==> src/rtl/nsb_pkg.sv <==
package nsb_pkg;
  typedef enum logic [1:0] {
    TGT_NONE  = 2'd0,
    TGT_FLASH = 2'd1,
    TGT_REGS  = 2'd2
  } nsb_tgt_e;
endpackage

==> src/rtl/nsb_decode.sv <==
module nsb_decode
  import nsb_pkg::*;
#(
  parameter int ADDR_W     = 25,
  parameter int SEL_LSB    = 22,
  parameter int SEL_W      = 3,
  parameter int NUM_SLOTS  = 2,
  parameter int SLOT_BASE  = 2,
  parameter int REG_CODE   = 4,
  parameter int CLE_BIT    = 5,
  parameter int ALE_BIT    = 4,
  parameter int STATUS_OFS = 2,
  localparam int SLOT_IW   = (NUM_SLOTS > 1) ? $clog2(NUM_SLOTS) : 1
) (
  input  logic               cs_n,
  input  logic               wr_n,
  input  logic               rd_n,
  input  logic [ADDR_W-1:0]  addr,
  output nsb_tgt_e           tgt,
  output logic [SLOT_IW-1:0] slot_idx,
  output logic               is_wr,
  output logic               is_rd,
  output logic               is_status,
  output logic               want_cle,
  output logic               want_ale
);
  logic [SEL_W-1:0] sel;

  assign sel = addr[SEL_LSB +: SEL_W];

  always_comb begin
    tgt      = TGT_NONE;
    slot_idx = '0;
    for (int i = 0; i < NUM_SLOTS; i++) begin
      if (sel == SEL_W'(SLOT_BASE + i)) begin
        tgt      = TGT_FLASH;
        slot_idx = SLOT_IW'(i);
      end
    end
    if (sel == SEL_W'(REG_CODE)) tgt = TGT_REGS;
    if (cs_n) tgt = TGT_NONE;
  end

  // the write strobe takes precedence over a simultaneous read strobe
  assign is_wr     = !cs_n && !wr_n;
  assign is_rd     = !cs_n && !rd_n && wr_n;
  assign is_status = (addr[SEL_LSB-1:0] == SEL_LSB'(STATUS_OFS));
  assign want_cle  = addr[CLE_BIT];
  assign want_ale  = addr[ALE_BIT] && !addr[CLE_BIT];
endmodule

==> src/rtl/nsb_rb_sync.sv <==
module nsb_rb_sync #(
  parameter int NUM_SLOTS = 2,
  parameter int STAGES    = 2
) (
  input  logic                 clk,
  input  logic                 rst_n,
  input  logic [NUM_SLOTS-1:0] rb_async,
  output logic [NUM_SLOTS-1:0] rb_sync
);
  for (genvar g = 0; g < NUM_SLOTS; g++) begin : g_slot
    logic [STAGES-1:0] shift_q;

    always_ff @(posedge clk or negedge rst_n) begin
      if (!rst_n) shift_q <= '0;
      else        shift_q <= {shift_q[STAGES-2:0], rb_async[g]};
    end

    assign rb_sync[g] = shift_q[STAGES-1];
  end
endmodule

==> src/rtl/nsb_strobe.sv <==
module nsb_strobe
  import nsb_pkg::*;
#(
  parameter int NUM_SLOTS = 2,
  parameter int DQ_W      = 8,
  localparam int SLOT_IW  = (NUM_SLOTS > 1) ? $clog2(NUM_SLOTS) : 1
) (
  input  logic                 clk,
  input  logic                 rst_n,
  input  nsb_tgt_e             tgt,
  input  logic [SLOT_IW-1:0]   slot_idx,
  input  logic                 is_wr,
  input  logic                 is_rd,
  input  logic                 want_cle,
  input  logic                 want_ale,
  input  logic [DQ_W-1:0]      wdata,
  output logic [NUM_SLOTS-1:0] ce_n,
  output logic                 cle,
  output logic                 ale,
  output logic                 we_n,
  output logic                 re_n,
  output logic [DQ_W-1:0]      dq_out,
  output logic                 dq_oe
);
  logic                 flash_wr, flash_rd;
  logic [NUM_SLOTS-1:0] ce_n_nxt;

  assign flash_wr = (tgt == TGT_FLASH) && is_wr;
  assign flash_rd = (tgt == TGT_FLASH) && is_rd;

  always_comb begin
    for (int i = 0; i < NUM_SLOTS; i++)
      ce_n_nxt[i] = !((tgt == TGT_FLASH) && (slot_idx == SLOT_IW'(i)));
  end

  always_ff @(posedge clk or negedge rst_n) begin
    if (!rst_n) begin
      ce_n   <= '1;
      cle    <= 1'b0;
      ale    <= 1'b0;
      we_n   <= 1'b1;
      re_n   <= 1'b1;
      dq_out <= '0;
      dq_oe  <= 1'b0;
    end else begin
      ce_n  <= ce_n_nxt;
      cle   <= flash_wr && want_cle;
      ale   <= flash_wr && want_ale;
      we_n  <= !flash_wr;
      re_n  <= !flash_rd;
      // keep driving for one clock after the write enable goes high
      dq_oe <= flash_wr || !we_n;
      if (flash_wr) dq_out <= wdata;
    end
  end


  one_ce_chk: assert property (@(posedge clk) disable iff (!rst_n)
    $countones(~ce_n) <= 1);

  strobe_needs_ce_chk: assert property (@(posedge clk) disable iff (!rst_n)
    (!we_n || !re_n) |-> (ce_n != '1));

  we_re_excl_chk: assert property (@(posedge clk) disable iff (!rst_n)
    !(!we_n && !re_n));

  cle_ale_excl_chk: assert property (@(posedge clk) disable iff (!rst_n)
    !(cle && ale));

  dq_hold_chk: assert property (@(posedge clk) disable iff (!rst_n)
    $rose(we_n) |-> (dq_oe && $stable(dq_out)));
endmodule

==> src/rtl/nsb_bridge.sv <==
module nsb_bridge
  import nsb_pkg::*;
#(
  parameter int ADDR_W      = 25,
  parameter int SEL_LSB     = 22,
  parameter int SEL_W       = 3,
  parameter int NUM_SLOTS   = 2,
  parameter int SLOT_BASE   = 2,
  parameter int REG_CODE    = 4,
  parameter int CLE_BIT     = 5,
  parameter int ALE_BIT     = 4,
  parameter int STATUS_OFS  = 2,
  parameter int REG_W       = 16,
  parameter int DQ_W        = 8,
  parameter int SYNC_STAGES = 2
) (
  input  logic                 clk,
  input  logic                 rst_n,
  input  logic                 bus_cs_n,
  input  logic                 bus_wr_n,
  input  logic                 bus_rd_n,
  input  logic [ADDR_W-1:0]    bus_addr,
  input  logic [DQ_W-1:0]      bus_wdata,
  output logic [REG_W-1:0]     bus_rdata,
  output logic [NUM_SLOTS-1:0] nand_ce_n,
  output logic                 nand_cle,
  output logic                 nand_ale,
  output logic                 nand_we_n,
  output logic                 nand_re_n,
  output logic [DQ_W-1:0]      nand_dq_out,
  output logic                 nand_dq_oe,
  input  logic [DQ_W-1:0]      nand_dq_in,
  input  logic [NUM_SLOTS-1:0] nand_rb
);
  localparam int SLOT_IW = (NUM_SLOTS > 1) ? $clog2(NUM_SLOTS) : 1;

  nsb_tgt_e             tgt;
  logic [SLOT_IW-1:0]   slot_idx;
  logic                 is_wr, is_rd, is_status, want_cle, want_ale;
  logic [NUM_SLOTS-1:0] rb_sync;
  logic [SLOT_IW-1:0]   cur_slot;

  nsb_decode #(
    .ADDR_W(ADDR_W), .SEL_LSB(SEL_LSB), .SEL_W(SEL_W), .NUM_SLOTS(NUM_SLOTS),
    .SLOT_BASE(SLOT_BASE), .REG_CODE(REG_CODE), .CLE_BIT(CLE_BIT),
    .ALE_BIT(ALE_BIT), .STATUS_OFS(STATUS_OFS)
  ) decode_i (
    .cs_n(bus_cs_n), .wr_n(bus_wr_n), .rd_n(bus_rd_n), .addr(bus_addr),
    .tgt(tgt), .slot_idx(slot_idx), .is_wr(is_wr), .is_rd(is_rd),
    .is_status(is_status), .want_cle(want_cle), .want_ale(want_ale)
  );

  nsb_strobe #(.NUM_SLOTS(NUM_SLOTS), .DQ_W(DQ_W)) strobe_i (
    .clk(clk), .rst_n(rst_n), .tgt(tgt), .slot_idx(slot_idx),
    .is_wr(is_wr), .is_rd(is_rd), .want_cle(want_cle), .want_ale(want_ale),
    .wdata(bus_wdata), .ce_n(nand_ce_n), .cle(nand_cle), .ale(nand_ale),
    .we_n(nand_we_n), .re_n(nand_re_n), .dq_out(nand_dq_out),
    .dq_oe(nand_dq_oe)
  );

  nsb_rb_sync #(.NUM_SLOTS(NUM_SLOTS), .STAGES(SYNC_STAGES)) rb_sync_i (
    .clk(clk), .rst_n(rst_n), .rb_async(nand_rb), .rb_sync(rb_sync)
  );

  always_ff @(posedge clk or negedge rst_n) begin
    if (!rst_n) begin
      cur_slot  <= '0;
      bus_rdata <= '0;
    end else begin
      if (tgt == TGT_FLASH) cur_slot <= slot_idx;
      if ((tgt == TGT_FLASH) && is_rd)
        bus_rdata <= REG_W'(nand_dq_in);
      else if ((tgt == TGT_REGS) && is_rd && is_status)
        bus_rdata <= REG_W'(rb_sync[cur_slot]);
      else
        bus_rdata <= '0;
    end
  end


  reg_quiet_chk: assert property (@(posedge clk) disable iff (!rst_n)
    (tgt == TGT_REGS) |=> ((nand_ce_n == '1) && nand_we_n && nand_re_n));

  no_target_quiet_chk: assert property (@(posedge clk) disable iff (!rst_n)
    bus_cs_n |=> (nand_ce_n == '1));

  status_upper_zero_chk: assert property (@(posedge clk) disable iff (!rst_n)
    (tgt == TGT_REGS) |=> (bus_rdata[REG_W-1:1] == '0));
endmodule

==> config.mk <==
export PLATFORM = sky130hd
export DESIGN_NAME = nsb_bridge
export DESIGN_NICKNAME = d
export VERILOG_FILES = /design/src/rtl/nsb_pkg.sv /design/src/rtl/nsb_decode.sv /design/src/rtl/nsb_rb_sync.sv /design/src/rtl/nsb_strobe.sv /design/src/rtl/nsb_bridge.sv
export SDC_FILE = /design/constraint.sdc
export NUM_CORES = 1
export LEC_CHECK = 0
export BUFFER_PORTS_ARGS = -buffer_cell sky130_fd_sc_hd__buf_2
export CELL_PAD_IN_SITES_DETAIL_PLACEMENT = 0
export CELL_PAD_IN_SITES_GLOBAL_PLACEMENT = 1
export CORE_UTILIZATION = 25
export DETAILED_ROUTE_END_ITERATION = 8
export PLACE_DENSITY_LB_ADDON = 0.1
export SYNTH_ARGS = -nofsm -noshare
export SYNTH_HDL_FRONTEND = slang
export SYNTH_SLANG_ARGS = --single-unit
export TNS_END_PERCENT = 5
==> constraint.sdc <==
create_clock -name clk -period 1.02 [get_ports clk]
set_clock_uncertainty 0.1 [all_clocks]
set_input_delay 0 -clock clk [delete_from_list [all_inputs] [get_ports clk]]
set_output_delay 0 -clock clk [all_outputs]
set_load 0.02 [all_outputs]
==> results.toml, run 1 <==
[status]
status = "finished with violations"
violations = "setup timing"

[job]
maxCapViolations = 0

[route]
vias_per_cell = 4.04
wirelength_um = 2460
avgRoutedWirePerCell_um = 9.85
dr_total_vias = 1011
route.detailed.drc = 0
drtAntennaViolNets = 0
drtPass1Iterations = 4
drt_first_iter_violations = 45

[critical_path]
setup.worst_path.class = "flop to flop"
crit_fanout = 2
worstPathArrival_ns = 1.08
end_kind = "flop"
critPathLaunchType = "flop"
cp_data_required_time_ns = 1.08

[sta]
setup_viol = 1
period_share_pct = 100
drv_slew = 0
hold_violations = 0
min_period_ns = 1.02
worst_slack_ns = -0.000413
rsz0062_at_grt = "true"
fmax_mhz = 980

[global_route]
grt_usage_pct = 10.8
first_global_vias = 900
grt_start_max_net_pins = 19
overflow = 0
antenna_found_initial = 0
grt_pass1_wl_um = 3710

[power_and_ir_drop]
power_leakage_uw = 0.000990
vdd_drop_max_mv = 0.465
cellPowerDensity_nw_per_um2 = 1270
finalPower_uw = 2320

[synth]
synthCells = 97
seq_area_frac_synth_pct = 64.6
postSynthAreaPerCell_sq_um = 11.3
ys_ff_latch = 28
ys_types = 23
netlist_area_sq_um = 1090
yosys_warnings = 0

[finish]
layout_commonest_cell = "buf_2"
multi_input_area_sq_um = 340
nets = 249
postLayoutCoreUtil_pct = 44.7
fill_cells = 420
antenna_cells = 0
mostFrequentLayoutCells = "buf_2 (66), nand2_1 (28), dfrtp_1 (24), dlygate4sd3_1 (23)"
drive_gt1_share_pct = 45.0
layout.area.seq_sq_um = 706
syn2layout_area_growth_pct = 67.2

[clock_network]
cts_tree = "built"
cts_root_buf = "clkbuf_8"
htreeDepth = 1
path_clk_slew_ns = 0.09
cts_buffers = 3
clk_latency_ns = 0.26
clk_path_buf_depth = 2
clkSinkCount = 28

[floorplan]
die_h_um = 68.1
dieArea_sq_um = 4640
pin_count = 79
die_x_um = 68.1
core_area_sq_um = 4090
num_rows = 23
start_util_pct = 26.7

[place]
port_buffers = 70
gp_congestion = 0.650
hpwl_um = 1880

[worst_hold_path]
hp-class = "input port to flop"
## where the power goes
| group | total [uW] | internal [uW] | switching (uW) |
|---|---|---|---|
| sequential | 1230 | 1200 | 37.4 |
| combinational | 497 | 236 | 261 |
| clock | 590 | 279 | 311 |
## per-stage QoR
stage / hold slack [ns] / instances / setup WS (ns) / area, sq um / setup TNS, ns
floorplan: -0.396 / 104 / 0.0580 / 1120 / 0
global placement: -0.156 / 222 / -0.0527 / 1520 / -0.0527
detailed placement: -0.143 / 222 / -0.0614 / 1520 / -0.0614
CTS: -0.00171 / 249 / -0.0134 / 1820 / -0.0259
global route: 0.0128 / 250 / -0.0413 / 1830 / -0.105
finish: 0.00390 / 250 / -0.000413 / 1830 / -0.000413
## registers in the layout, summed over array words and instances (netlist names)
| signal | cells |
|---|---|
| rb_sync_i.g_slot.shift_q | 4 |
| cur_slot | 1 |
| strobe_i.re_n | 1 |
| strobe_i.ce_n | 2 |
| strobe_i.dq_oe | 1 |
| strobe_i.we_n | 1 |
| strobe_i.cle | 1 |
| bus_rdata | 8 |
| strobe_i.ale | 1 |
| strobe_i.dq_out | 8 |
## worst max-delay path: stages, from the launching register on
cell	delay [ns]
dfrtp_1	0.37
mux2i_1	0.22
nor3_2	0.05
a22o_1	0.17
## synth_stat cells, drive strengths merged
master,count,area [sq um]
nor3,2,26.3
or3,1,6.26
nor3b,1,7.51
dfrtp,24,601
buf,9,65.1
inv,2,7.50
a22o,1,8.76
nand4,1,6.26
or4,1,11.3
nor2,5,18.8
dfstp,4,105
and2,8,50.1
nand2,28,105
mux2i,1,10.0
nor4,3,18.8
nand2b,1,13.8
nand3,1,5.00
nor4b,2,17.5
conb,1,3.75
o21ai,1,5.00
## final cells by class
class                      instances  area share (%)
sequential                        28            38.6
inverter                           2           0.411
multi-input combinational         65            18.6
tap                               50            3.42
timing repair buffer             101            36.4
clock buffer                       4            2.47
## per-layer routing
layer	share of wire [%]	track usage [%]	vias to the layer above	routed length, um
met5	0	0	-	0
met4	0	4.69	0	0
met3	7.6	2.17	0	186
met2	53	20.0	49	1300
met1	40	11.9	462	978
li1	-	-	500	-
## repair_timing
action                                  CTS  global route
hold endpoints to repair                 51             0
hold buffers                             23             0
endpoints found under the setup margin    5             5
gates resized for setup                   8             0
pin swaps                                 0             0
gates cloned                              0             0
setup buffers                             0             1
## path summary, 6_finish.rpt
check                                                    start                              to  slack, ns  cells past startpoint
worst min-delay path                              bus_addr[23]                strobe_i.ce_n[0]      0.004                      3
min in group asynchronous                                rst_n                  strobe_i.dq_oe       0.08                      2
worst max register to register                        cur_slot                    bus_rdata[0]    -0.0004                      3
worst max-delay path                                  cur_slot                    bus_rdata[0]    -0.0004                      3
worst min register to register  rb_sync_i.g_slot[0].shift_q[0]  rb_sync_i.g_slot[0].shift_q[1]       0.26                      0
max in group asynchronous                                rst_n              strobe_i.dq_out[4]       0.30                      3
## cell families (layout without fill, tap and decap cells)
group	Yosys count	after routing	synth area share, %
buffers and inverters	11	107	6.64
and+or+nand+nor	54	54	26.2
other	1	8	0.343
muxes	1	1	0.916
DFF	28	28	64.6
AOI/OAI and AO/OA	2	2	1.26
No activity file was read; power rests on OpenSTA's default activity.
==> inputs of run 2 (changes only) <==
--- a/config.mk
+++ b/config.mk
@@ -5,7 +5,7 @@
 export SDC_FILE = /design/constraint.sdc
 export NUM_CORES = 1
 export LEC_CHECK = 0
-export BUFFER_PORTS_ARGS = -buffer_cell sky130_fd_sc_hd__buf_2
+export BUFFER_PORTS_ARGS = -buffer_cell sky130_fd_sc_hd__clkbuf_2
 export CELL_PAD_IN_SITES_DETAIL_PLACEMENT = 0
 export CELL_PAD_IN_SITES_GLOBAL_PLACEMENT = 1
 export CORE_UTILIZATION = 25
==> constraint.sdc (replaced) <==
create_clock -name clk -period 1.02 [get_ports clk]
set_clock_uncertainty 0.1 [all_clocks]
set_input_delay 0 -clock clk [delete_from_list [all_inputs] [get_ports clk]]
set_output_delay 0 -clock clk [all_outputs]
set_load 0.01 [all_outputs]
==> results.toml, run 2 (synthesized netlist as in run 1, its figures left out) <==
[critical_path]
ff2ff_path_depth = 3
reg2reg_to = "bus_rdata[0]"
cp_top_family = "flip-flops"
end_kind = "flop"
critPathSlowestCell = "dfrtp_1"
r2r_setup_slack_ns = -0.0003
r2r-start = "cur_slot"
slowest_delay_ns = 0.37
cp_data_required_time_ns = 1.09
crit_fanout = 2
setup.worst_path.class = "flop to flop"
crit_chain = "mux2i_1 > nor3_2 > a22o_1"
cp-startpoint = "cur_slot"
critPathLaunchType = "flop"
worstPathArrival_ns = 1.09
worst-path-buf-inv = 0

[clock_network]
htreeDepth = 1
path_clk_slew_ns = 0.10
cts_root_buf = "clkbuf_8"
cts_tree = "built"
cts_buffers = 3
clk_path_buf_depth = 2
clk_latency_ns = 0.27
clkSinkCount = 28

[finish]
antenna_cells = 0
mostFrequentLayoutCells = "clkbuf_2 (66), nand2_1 (28), dfrtp_1 (24), dlygate4sd3_1 (23)"
reg.largest.list = "bus_rdata: 8 flops, strobe_i.dq_out: 8 flops, rb_sync_i.g_slot.shift_q: 4 flops"
drive_gt1_share_pct = 45.0
nets = 249
final_cell_count_no_fill = 250
layout_commonest_cell = "clkbuf_2"
syn2layout_area_growth_pct = 70.4

[status]
status = "finished with violations"
violations = "setup timing"

[place]
gp_congestion = 0.639
hpwl_um = 1930
placed_cells_incl_taps = 222
port_buffers = 70

[global_route]
overflow = 0
grt_usage_pct = 10.9
grt_start_max_net_pins = 29
antenna_found_initial = 0
grt_pass1_wl_um = 3820
first_global_vias = 948

[worst_hold_path]
worstHoldPathCells = 3
worstHoldStart = "bus_wr_n"
hold_end = "strobe_i.we_n"
hp-class = "input port to flop"

[route]
wl_met3_um = 200
drt_first_iter_violations = 13
drtAntennaViolNets = 0
wl_met1_um = 1010
drtPass1Iterations = 4
wl_met2_um = 1230
wirelength_um = 2440
vias_per_cell = 4.06
highest_layer = "met3"
avgRoutedWirePerCell_um = 9.76
route.detailed.drc = 0
dr_total_vias = 1014

[power_and_ir_drop]
power.switching_uw = 562
cellPowerDensity_nw_per_um2 = 1350
vdd_drop_max_mv = 0.515
sw_frac_of_total_pct = 22.4
p_seq_share_pct = 49.2
pwr-share-comb_pct = 16.8
clockPowerShare_pct = 34.0
p_int_uw = 1950
power_leakage_uw = 0.00100

[sta]
fin_tns_setup_ns = -0.000265
min_period_ns = 1.02
drv_slew = 0
worst_slack_ns = -0.000265
whs_ns = 0.000541
period_share_pct = 100
rsz0062_at_grt = "true"
fmax_mhz = 980
setup_viol = 1
hold_violations = 0

[floorplan]
num_rows = 23
core_area_sq_um = 4090
pin_count = 79
start_util_pct = 26.7
dieArea_sq_um = 4640
die_x_um = 68.1
die_h_um = 68.1

[job]
maxCapViolations = 0
run 2: cell type report:
type                    count  area [sq um]
fillers                   401          2220
repair buffers            101           674
flip-flops and latches     28           706
multi-input cells          65           340
inverters                   2          7.51
clock inverters             1          30.0
clock buffers               3          41.3
well taps                  50          62.6
run 2: metal layers:
| layer | up-vias | track usage (%) |
|---|---|---|
| met3 | 0 | 1.83 |
| met1 | 462 | 12.7 |
| met5 | - | 0 |
| met4 | 0 | 5.47 |
| li1 | 503 | - |
| met2 | 49 | 19.1 |
run 2: worst register-to-register path: stages, from the launching register on:
cell,delay [ns]
dfrtp_1,0.37
mux2i_1,0.21
nor3_2,0.06
a22o_1,0.17
run 2: how the worst max path moves through the flow:
stage	end	slack (ns)	cells after the start
after global placement	bus_rdata[0]	-0.04	4
after floorplan	bus_rdata[0]	0.06	3
final	bus_rdata[0]	-0.0003	3
after CTS	nand_ce_n[0]	-0.03	1
after global routing	bus_rdata[0]	-0.05	3
after detailed placement	bus_rdata[0]	-0.04	4
run 2: repair_timing:
action | 4_1_cts | 5_1_grt
endpoints found under the setup margin | 5 | 6
gates resized for setup | 1 | 8
hold buffers | 24 | 0
pin swaps | 0 | 1
endpoints found under the hold margin | 51 | 0
gates cloned | 0 | 0
buffers inserted | 0 | 0
run 2: through the flow:
| step | power [uW] | setup slack [ns] | area, sq um | utilization (%) |
|---|---|---|---|---|
| after detailed placement | 1610 | -0.0352 | 1520 | 37.2 |
| after global routing | 2650 | -0.0456 | 1860 | 45.6 |
| after global placement | 1600 | -0.0367 | 1520 | 37.2 |
| after floorplan | 1410 | 0.0580 | 1120 | - |
| after CTS | 2550 | -0.0257 | 1840 | 45.0 |
| final | 2510 | -0.000265 | 1860 | 45.6 |
run 2: power groups by stage:
stage / logic [uW] / clock network (uW) / registers [uW]
6_report: 421 / 855 / 1240
5_1_grt: 473 / 930 / 1250
4_1_cts: 424 / 892 / 1240
3_5_place_dp: 351 / 0 / 1260
3_3_place_gp: 344 / 0 / 1250
2_1_floorplan: 121 / 0 / 1290
